--- src/rtl/stack_engine.sv ---
module stack_engine #(
  parameter int AW = 16
) (
  input  logic          clk,
  input  logic          rst_n,
  input  logic          mode_lu,
  input  logic          req_valid,
  input  logic          op_pop,
  input  logic          op_word,
  input  logic [15:0]   wr_data,
  output logic [15:0]   rd_data,
  output logic          done,
  output logic          busy,
  input  logic          sp_load,
  input  logic [AW-1:0] sp_load_val,
  output logic [AW-1:0] sp,
  output logic          mem_en,
  output logic          mem_we,
  output logic [AW-1:0] mem_addr,
  output logic [7:0]    mem_wdata,
  input  logic [7:0]    mem_rdata
);

  typedef enum logic [1:0] {S_IDLE, S_A0, S_A1} state_t;

  state_t        st;
  logic          k_pop, k_word;
  logic [AW-1:0] base, nsp, sp_q;
  logic [15:0]   wbuf, rd_q;
  logic [7:0]    hi_q;
  logic          done_q;

  logic          go;
  logic [AW-1:0] size, base_c, nsp_c;

  assign go     = (st == S_IDLE) && req_valid && !sp_load;
  assign size   = op_word ? AW'(2) : AW'(1);
  assign nsp_c  = op_pop ? sp_q + size : sp_q - size;
  always_comb begin
    if (mode_lu)     base_c = op_pop ? sp_q : sp_q - size;
    else if (op_pop) base_c = sp_q + AW'(1);
    else             base_c = op_word ? sp_q - AW'(1) : sp_q;
  end

  assign busy      = (st != S_IDLE);
  assign mem_en    = busy;
  assign mem_we    = busy && !k_pop;
  assign mem_addr  = (st == S_A1) ? base + AW'(1) : base;
  assign mem_wdata = (k_word && st == S_A0) ? wbuf[15:8] : wbuf[7:0];
  assign sp        = sp_q;
  assign done      = done_q;
  assign rd_data   = rd_q;

  always_ff @(posedge clk) begin
    if (!rst_n) begin
      st     <= S_IDLE;
      k_pop  <= 1'b0;
      k_word <= 1'b0;
      base   <= '0;
      nsp    <= '0;
      sp_q   <= '0;
      wbuf   <= '0;
      rd_q   <= '0;
      hi_q   <= '0;
      done_q <= 1'b0;
    end else begin
      done_q <= 1'b0;
      case (st)
        S_IDLE: begin
          if (sp_load) begin
            sp_q <= sp_load_val;
          end else if (go) begin
            k_pop  <= op_pop;
            k_word <= op_word;
            base   <= base_c;
            nsp    <= nsp_c;
            wbuf   <= wr_data;
            st     <= S_A0;
          end
        end
        S_A0: begin
          if (k_word) begin
            hi_q <= mem_rdata;
            st   <= S_A1;
          end else begin
            if (k_pop) rd_q <= {8'h00, mem_rdata};
            sp_q   <= nsp;
            done_q <= 1'b1;
            st     <= S_IDLE;
          end
        end
        S_A1: begin
          if (k_pop) rd_q <= {hi_q, mem_rdata};
          sp_q   <= nsp;
          done_q <= 1'b1;
          st     <= S_IDLE;
        end
        default: st <= S_IDLE;
      endcase
    end
  end

  p_sp_frozen_r9: assert property (@(posedge clk) disable iff (!rst_n)
    !$stable(sp) |-> (done || $past(sp_load && !busy)));

  p_word_order_r7: assert property (@(posedge clk) disable iff (!rst_n)
    (busy && $past(busy) && !$past(done)) |-> mem_addr == AW'($past(mem_addr) + AW'(1)));

  p_done_single_r7: assert property (@(posedge clk) disable iff (!rst_n)
    done |=> !done);

  p_accept_r10: assert property (@(posedge clk) disable iff (!rst_n)
    $rose(busy) |-> $past(req_valid && !sp_load));

endmodule

--- config.mk ---
export PLATFORM = sky130hd
export DESIGN_NAME = stack_engine
export DESIGN_NICKNAME = d
export VERILOG_FILES = /design/src/rtl/stack_engine.sv
export SDC_FILE = /design/constraint.sdc
export NUM_CORES = 1
export LEC_CHECK = 0
export BUFFER_PORTS_ARGS = -buffer_cell sky130_fd_sc_hd__buf_2
export CAP_MARGIN = 10
export CORE_UTILIZATION = 47
export CTS_CLUSTER_DIAMETER = 200
export DETAILED_ROUTE_END_ITERATION = 8
export GPL_TIMING_DRIVEN = 0
export PLACE_DENSITY = 0.73
export SLEW_MARGIN = 20
export SYNTH_ARGS = -nofsm -noshare
export SYNTH_HDL_FRONTEND = slang
export SYNTH_SLANG_ARGS = --single-unit
--- constraint.sdc ---
create_clock -name clk -period 2.6 [get_ports clk]
set_clock_uncertainty 0.2 [all_clocks]
set_input_delay 0.26 -clock clk [delete_from_list [all_inputs] [get_ports clk]]
set_output_delay 0.26 -clock clk [all_outputs]
set_load 0.02 [all_outputs]
==> results of run 1 <==
[state kept, by name, summed over array words and instances (netlist names)]
register  count
rd_data      16
nsp          16
k_word        1
base         16
k_pop         1
sp           16
hi_q          8
wbuf         16
st            2
done          1
[worst max path at each step]
stage	from	endpoint	slack (ns)	depth (start not counted)
after floorplan	sp[0]	base[14]	0.02	10
after global placement	op_word	base[14]	-0.30	11
after detailed placement	op_word	base[14]	-0.34	11
after CTS	sp[0]	base[14]	-0.08	10
after global routing	sp[0]	base[14]	-0.02	10
final	sp[0]	base[14]	0.05	10
[cell type report]
cell class	instances	area [um^2]	share of cell area, %
clock inverters	7	63.8	1.01
repair buffers	136	833	13.2
flip-flops and latches	93	1870	29.6
clock buffers	9	124	1.96
plain buffers	48	209	3.31
inverters	10	43.8	0.693
multi-input cells	488	3010	47.6
well taps	136	170	2.69
[tightest hold or removal path, cell delays in order]
cell      delay, ns
buf_2          0.09
mux2i_1        0.11
a211oi_1       0.08
[power groups by stage]
stage | Combinational, W | Sequential, W | Clock [W]
6_report | 0.000778 | 0.00156 | 0.000971
3_3_place_gp | 0.000691 | 0.00159 | 0
3_5_place_dp | 0.000702 | 0.00159 | 0
2_1_floorplan | 0.000453 | 0.00160 | 0
4_1_cts | 0.000761 | 0.00156 | 0.000984
5_1_grt | 0.000838 | 0.00157 | 0.00104
[layer usage]
layer  global-route usage, %  wire length (um)  vias to the layer above
li1                        -                 -                     2529
met1                    38.8              7240                     2510
met2                    44.2              7170                      187
met3                    5.01               906                       27
met4                    10.7               315                        0
met5                       0                 0                        -
[per-stage QoR]
step	util [%]	TNS (ns)
6_report	60.9	0
5_1_grt	60.9	-0.0248
4_1_cts	60.7	-0.134
3_5_place_dp	55.3	-4.31
3_3_place_gp	55.3	-2.45
2_1_floorplan	-	0
[synth_stat cells, drive strengths merged, types with 9 or more instances]
| library cell | number | share of area, % |
|---|---|---|
| a211oi | 23 | 3.4 |
| mux2i | 30 | 6.0 |
| o21ai | 23 | 2.4 |
| buf | 13 | 1.4 |
| nand4 | 10 | 1.2 |
| clkbuf | 40 | 3.0 |
| nand3 | 24 | 2.4 |
| or3 | 9 | 1.1 |
| dfxtp | 93 | 37 |
| nor3 | 14 | 1.5 |
| a21oi | 48 | 4.8 |
| inv | 10 | 0.75 |
| a22oi | 11 | 1.7 |
| ha | 11 | 2.7 |
| xor2 | 14 | 2.4 |
| nor2 | 63 | 4.7 |
| xnor2 | 25 | 4.3 |
| nand2 | 122 | 9.1 |
[what timing repair did]
| action | CTS | global route |
|---|---|---|
| hold buffers | 28 | 0 |
| buffers inserted | 5 | 0 |
| setup endpoints to repair | 51 | 35 |
| pin swaps | 7 | 8 |
| hold endpoints to repair | 35 | 0 |
| gates resized for setup | 23 | 11 |
[kinds of logic (layout without fill, tap and decap cells)]
group,Yosys count,count (layout),share of synthesized area [%]
buf+inv,63,210,5.12
fa+ha+maj,13,13,3.53
xor+xnor,39,39,6.78
compound gates,131,131,16.4
mux,33,33,6.86
flops,93,93,37.0
simple gates,272,272,24.4
==> key figures, run 1 <==
Outcome
  • Status: finished clean

STA
  • RSZ-0062 raised after global routing: yes
  • Max Freq: 392 MHz
  • Slew Limit Fails: 0
  • Worst setup margin: 0.0510 ns
  • Slew of the pin with the lowest slew margin: 0.645 ns
  • Hold_ws: 0.00637 ns
  • Final hold violations: 0
  • Final period utilization: 98.0%
  • Slew headroom: 57.0%
  • Setup violators final: 0
  • Min Tclk post-route: 2.55 ns

Critical path
  • Slowest CP cell: dfxtp_4
  • CP cell instances: inv_4 > ha_4 > inv_2 > fa_2 > or3_4 > nor4_4 > nand2_2 > a221oi_2 > xnor2_1 > o21ai_2
  • R2r worst-path depth: 10
  • Top cell family by delay on the critical path: simple AND/OR/NAND/NOR gates
  • WP data arrival: 2.61 ns
  • Crit-path max FO: 3
  • FF-to-FF End: base[14]
  • R2r setup slk: 0.05 ns
  • Worst path max stage delay: 0.37 ns
  • Startpoint Class: flop
  • FF-to-FF Start: sp[0]
  • WP data required: 2.66 ns
  • CP endpoint kind: flop
  • Critical Setup Path Class: reg2reg
  • Crit path buf inv count: 2

Placed design
  • IO Port Bufs: 103
  • Dpl ws: -0.343 ns
  • Final HPWL DP: 11100 um
  • Post-DP Area: 5730 um^2
  • Final Wtd Congestion: 0.898
  • Placed insts: 883

Layout
  • Area Growth Syn to Fin: 25.5%
  • Commonest cells after routing, fill and taps aside: nand2_1, buf_2, dfxtp_1
  • Non-Filler Instances: 927
  • Most common cell after layout, fill and taps aside: nand2_1
  • Antenna cell count: 0
  • # fillers: 935
  • Share of cells above drive strength 1: 21.4%
  • Final instance area: 6320 um^2
  • Final #Nets: 846

Detailed routing
  • 1st-iter DRT viols: 433
  • Via Count: 5253
  • DR WL/cell: 16.9 um
  • Final WL: 15600 um
  • Post-route DRC: 0
  • Antenna Nets Post-Route: 0
  • DRT Pass-1 Iters: 5
  • Via density: 5.67

CTS
  • Clk_lat worst skew: 0.39 ns
  • Num Clock Sinks: 93
  • Inserted Clock Buffers: 9
  • H-tree levels: 3
  • Clock root buffer: clkbuf_8
  • CTS tree: built
  • Clock-pin slew on the worst setup and hold paths: 0.10 ns
  • Clock buffer depth: 2

Global route
  • Largest net degree at the start of global routing: 19
  • First-pass GRT wire length: 24800 um
  • Initial antenna violation count: 0
  • Number of global-route vias before repair: 4897
  • GRT overflow: 0
  • Total GRT Usage: 28.3%

Synthesis
  • Post-synthesis cell type count: 53
  • Sequential area share after synthesis: 37.0%
  • Syn avg cell area: 7.82 um^2
  • Post-synth ARST share: 0%
  • Post-synth EDFFs: 0
  • Cell area after synthesis: 5030 um^2
  • Syn Nets: 704
  • Synthesized instance count: 644
  • Ys Warns: 0
  • Flop and latch count out of synthesis: 93
  • Primary FF master, synth: dfxtp_1

Power and ir drop
  • Sequential power share: 47.2%
  • Sw power: 0.00115 W
  • Leak pwr: 2.59 nW
  • Sw frac: 34.6%
  • PwrDens: 524 nW/um^2
  • Total power: 0.00331 W
  • Power share of the clock group: 29.3%
  • Gate power share: 23.5%
  • Int Pwr: 0.00216 W
  • Max rail drop VDD: 0.271 mV

Die
  • Initial Utilization: 48.6%
  • Ports: 107
  • Die Y: 106 um
  • Core area: 10400 um^2
  • Chip width: 106 um
  • Num rows: 37
  • Die ar.: 11100 um^2

Hold path
  • Hold Path End: sp[4]
  • Worst hold path type: in2reg
  • Hold path start: sp_load_val[4]
  • Worst hold path depth: 3

Flow run
  • Max Cap Violations: 0
No activity file was read; power rests on OpenSTA's default activity.
==> run 2: changes to the inputs <==
- CORE_ASPECT_RATIO: not set -> 1.25
==> run 2 against run 1 <==
  * The run now ends with setup timing left
  * Cell count is 0.97% lower
  * Register-to-register slack worse by 0.07 ns
  * Maximum frequency is 2.6% lower
  * Wire length is 2.5% higher
  * Utilization is 1.7 points higher
  * Die area hardly changed
  * Critical path depth stayed put
  * Clock-buffer cell count stayed put
  * Worst setup slack worse by 0.067 ns
  * Highest routed layer unchanged
==> key figures, run 2 (same netlist as run 1, synthesis figures left out) <==
Detailed routing
  • Via density: 5.67
  • Final WL: 16000 um
  • Via Count: 5207
  • DRT Pass-1 Iters: 5
  • Antenna Nets Post-Route: 0
  • Post-route DRC: 0
  • DR WL/cell: 17.4 um
  • 1st-iter DRT viols: 244

Power and ir drop
  • Total power: 0.00378 W
  • Leak pwr: 2.65 nW
  • PwrDens: 588 nW/um^2
  • Max rail drop VDD: 0.318 mV

Global route
  • Number of global-route vias before repair: 5017
  • Initial antenna violation count: 0
  • Total GRT Usage: 29.4%
  • First-pass GRT wire length: 25200 um
  • Largest net degree at the start of global routing: 17
  • GRT overflow: 0

CTS
  • CTS tree: built
  • Clock-pin slew on the worst setup and hold paths: 0.07 ns
  • Clock root buffer: clkbuf_16
  • H-tree levels: 3
  • Clock buffer depth: 2
  • Num Clock Sinks: 93
  • Clk_lat worst skew: 0.35 ns
  • Inserted Clock Buffers: 9

STA
  • Final period utilization: 101%
  • Setup violators final: 1
  • Worst setup margin: -0.0158 ns
  • Slew headroom: 51.9%
  • Final hold violations: 0
  • Max Freq: 382 MHz
  • RSZ-0062 raised after global routing: yes
  • Slew Limit Fails: 0
  • Hold_ws: 0.0490 ns
  • Min Tclk post-route: 2.62 ns
  • Slew of the pin with the lowest slew margin: 0.721 ns

Die
  • Ports: 107
  • Die Y: 118 um
  • Die ar.: 11100 um^2
  • Num rows: 41
  • Chip width: 94.6 um
  • Core area: 10300 um^2
  • Initial Utilization: 49.1%

Critical path
  • Crit path buf inv count: 2
  • Crit-path max FO: 3
  • CP endpoint kind: flop
  • Startpoint Class: flop
  • Top cell family by delay on the critical path: simple AND/OR/NAND/NOR gates
  • Slowest CP cell: or3_4
  • Critical Setup Path Class: reg2reg
  • WP data required: 2.62 ns
  • Worst path max stage delay: 0.44 ns
  • CP cell instances: inv_4 > ha_4 > inv_2 > fa_2 > or3_4 > nor4_4 > nand2_2 > a221oi_2 > xnor2_1 > o21ai_2
  • WP data arrival: 2.64 ns

Placed design
  • Final Wtd Congestion: 0.922
  • Post-DP Area: 5720 um^2
  • Final HPWL DP: 11600 um
  • Placed insts: 876
  • IO Port Bufs: 103

Layout
  • Area Growth Syn to Fin: 27.6%
  • Share of cells above drive strength 1: 21.7%
  • Antenna cell count: 0
  • Non-Filler Instances: 918
  • Commonest cells after routing, fill and taps aside: nand2_1, buf_2, dfxtp_1
  • Final instance area: 6420 um^2
  • Most common cell after layout, fill and taps aside: nand2_1
  • Final #Nets: 845

Outcome
  • Failing checks: setup timing
  • Status: finished, violations left

Hold path
  • Worst hold path type: in2reg

Flow run
  • Max Cap Violations: 0
[run 2: report_power, final]
group / leakage, nW / total [W] / switching [W] / internal (W)
combinational: 1.74 / 0.000781 / 0.000482 / 0.000299
clock: 0.150 / 0.00143 / 0.000586 / 0.000847
sequential: 0.760 / 0.00156 / 0.0000667 / 0.00149
total: 2.65 / 0.00378 / 0.00114 / 0.00264
[run 2: through the flow]
stage	worst slack, ns	util, %	TNS (ns)
after global routing	-0.0914	62.6	-0.169
after global placement	-0.328	55.8	-1.82
after detailed placement	-0.350	55.8	-2.50
after CTS	-0.0565	62.2	-0.0565
final	-0.0158	62.6	-0.0158
after floorplan	0.0214	-	0
[run 2: layer usage]
layer	share of wire, %	track usage (%)	vias up
met5	0	0	-
met4	3.4	11.9	0
met3	4.8	4.72	37
met2	51	51.9	185
met1	41	34.6	2458
li1	-	-	2527
[run 2: layout make-up]
class	count	area [um^2]
Clock inverter	6	95.1
Clock buffer	9	225
Sequential cell	93	1870
Buffer	50	218
Tap cell	129	161
Timing Repair Buffer	133	801
Fill cell	941	3830
Inverter	10	43.8
Multi-Input combinational cell	488	3010
[run 2: timing repair]
item / 4_1_cts / 5_1_grt
pin swaps: 7 / 9
setup endpoints to repair: 50 / 39
endpoints found under the hold margin: 31 / 0
gates resized for setup: 22 / 13
buffers inserted: 5 / 1
hold buffers: 24 / 0
[run 2: worst paths after layout]
kind / start / end / slack (ns) / depth (start not counted)
setup / recovery: sp[0] / base[14] / -0.02 / 10
hold / removal: sp_load_val[1] / sp[1] / 0.05 / 3
setup reg to reg: sp[0] / base[14] / -0.02 / 10
hold reg to reg: nsp[7] / nsp[7] / 0.26 / 2
[run 2: worst reg2reg max path: cells and delay by family, from the launching register on]
kind / cells / cell delay, ns
AOI/OAI and AO/OA: 2 / 0.39
xor gates and xnor gates: 1 / 0.20
adders and majority gates: 2 / 0.47
buffers and inverters: 2 / 0.09
DFF: 1 / 0.36
and+or+nand+nor: 3 / 0.79
==> run 3: changes to the inputs <==
- RECOVER_POWER: not set -> 100
- clock period: 2.6 -> 2.2 ns (I/O delays scaled with it)
==> run 3 against run 2 <==
  * Clock-buffer cell count is 2 higher
  * Worst setup slack got worse by 0.30 ns
  * The flow still finishes with violations (setup timing)
  * Maximum frequency is 3.8% higher
  * Largest cell class unchanged
  * Power rose by 25%
==> key figures, run 3 (same netlist as run 1, synthesis figures left out) <==
Layout
  • Share of cells above drive strength 1: 32.1%
  • Final core occ: 69.5%
  • Area Growth Syn to Fin: 41.5%
  • Most common cell after layout, fill and taps aside: nand2_1
  • Antenna cell count: 0
  • # fillers: 841
  • Commonest cells after routing, fill and taps aside: nand2_1, dfxtp_1, buf_2
  • Final #Nets: 872
  • Final instance area: 7130 um^2

Power and ir drop
  • Power share of the clock group: 37.8%
  • Int Pwr: 0.00329 W
  • Sequential power share: 39.5%
  • Sw frac: 30.3%
  • PwrDens: 662 nW/um^2
  • Leak pwr: 2.90 nW
  • Max rail drop VDD: 0.370 mV
  • Gate power share: 22.7%
  • Sw power: 0.00143 W

CTS
  • CTS tree: built
  • Inserted Clock Buffers: 9
  • Clock-pin slew on the worst setup and hold paths: 0.07 ns
  • Clock root buffer: clkbuf_16
  • Clock buffer depth: 2
  • Clk_lat worst skew: 0.35 ns
  • H-tree levels: 3
  • Num Clock Sinks: 93

STA
  • Min Tclk post-route: 2.52 ns
  • Worst setup margin: -0.320 ns
  • Slew of the pin with the lowest slew margin: 0.818 ns
  • Setup tns final: -2.32 ns
  • Max Freq: 397 MHz
  • Final period utilization: 115%
  • Final hold violations: 0
  • Setup violators final: 15
  • Slew headroom: 44.9%
  • Slew Limit Fails: 0
  • RSZ-0062 raised after global routing: yes

Critical path
  • Slowest CP cell: or3_4
  • Crit-path max FO: 3
  • FF-to-FF Start: sp[0]
  • FF-to-FF End: base[14]
  • Worst path max stage delay: 0.38 ns
  • CP cell instances: inv_4 > ha_4 > inv_2 > fa_2 > or3_4 > nor4_4 > nand2_2 > a221oi_2 > xnor2_1 > o21ai_2
  • WP data required: 2.24 ns
  • Setup crit end: base[14]
  • Critical Setup Path Class: reg2reg
  • R2r worst-path depth: 10
  • Startpoint Class: flop
  • R2r setup slk: -0.32 ns
  • Worst Setup SP: sp[0]
  • WP data arrival: 2.56 ns
  • CP endpoint kind: flop

Detailed routing
  • 1st-iter DRT viols: 352
  • Via density: 5.78
  • Post-route DRC: 0
  • Via Count: 5466
  • DR WL/cell: 18.2 um
  • Antenna Nets Post-Route: 0
  • DRT Pass-1 Iters: 8
  • Final WL: 17200 um

Global route
  • GRT overflow: 0
  • First-pass GRT wire length: 26100 um
  • Number of global-route vias before repair: 5290
  • Largest net degree at the start of global routing: 17
  • Initial antenna violation count: 0
  • Total GRT Usage: 30.2%

Outcome
  • Failing checks: setup timing
  • Status: finished, violations left

Hold path
  • Worst hold path type: in2reg

Die
  • Ports: 107
  • Die Y: 118 um
  • Num rows: 41
  • Initial Utilization: 49.1%
  • Die ar.: 11100 um^2
  • Chip width: 94.6 um
  • Core area: 10300 um^2

Placed design
  • IO Port Bufs: 103
  • Final Wtd Congestion: 0.922
  • Post-DP Area: 5760 um^2
  • Final HPWL DP: 11600 um

Flow run
  • Max Cap Violations: 0
-- run 3: worst min-delay path by stage --
stage / endpoint / slack [ns] / cells past startpoint / startpoint
floorplan: hi_q[0] / 0.16 / 2 / mem_rdata[0]
global placement: wbuf[5] / 0.24 / 2 / wbuf[5]
detailed placement: nsp[5] / 0.25 / 2 / nsp[5]
CTS: sp[6] / 0.006 / 3 / sp_load_val[6]
global route: sp[1] / 0.02 / 3 / sp_load_val[1]
finish: sp[3] / 0.004 / 3 / sp_load_val[3]
-- run 3: metal layers --
metal	up-vias	part of all wire, %	track usage, %
li1	2571	-	-
met1	2605	41	36.0
met2	240	51	53.2
met3	50	5.2	3.29
met4	0	3.0	13.8
met5	-	0	0
-- run 3: area by class of cell --
cell class,count,area (um^2),share of cell area (%)
Multi-Input combinational cell,488,3400,47.7
Clock buffer,11,254,3.56
Timing Repair Buffer,164,1050,14.8
Buffer,46,235,3.30
Inverter,10,43.8,0.615
Clock inverter,5,86.3,1.21
Sequential cell,93,1890,26.6
Tap cell,129,161,2.27
-- run 3: worst max-delay path, delay by kind of cell, from the launching register on --
kind / cells / cell delay, ns
AOI/OAI and AO/OA: 2 / 0.33
adders and majority gates: 2 / 0.47
buffers and inverters: 2 / 0.09
DFF: 1 / 0.36
xor gates and xnor gates: 1 / 0.18
and+or+nand+nor: 3 / 0.76
-- run 3: stage by stage --
step | std cells | setup slack (ns) | hold slack [ns] | power, W
after floorplan | 644 | -0.229 | 0.156 | 0.00244
after global placement | 876 | -0.563 | 0.242 | 0.00271
after detailed placement | 876 | -0.687 | 0.249 | 0.00272
after CTS | 931 | -0.349 | 0.00580 | 0.00461
after global routing | 946 | -0.430 | 0.0156 | 0.00489
final | 946 | -0.320 | 0.00439 | 0.00472
-- run 3: timing repair --
item                                   CTS  global route
pin swaps                               22            24
setup buffers                           18            18
endpoints found under the hold margin   34             0
gates resized for setup                 93            87
hold buffers                            26             0
setup endpoints to repair               95            74
-- run 3: power by group through the flow --
stage	Clock [W]	Combinational (W)	Sequential [W]
2_1_floorplan	0	0.000545	0.00190
6_report	0.00178	0.00107	0.00186
3_5_place_dp	0	0.000841	0.00188
3_3_place_gp	0	0.000830	0.00188
5_1_grt	0.00187	0.00114	0.00187
4_1_cts	0.00180	0.000960	0.00185
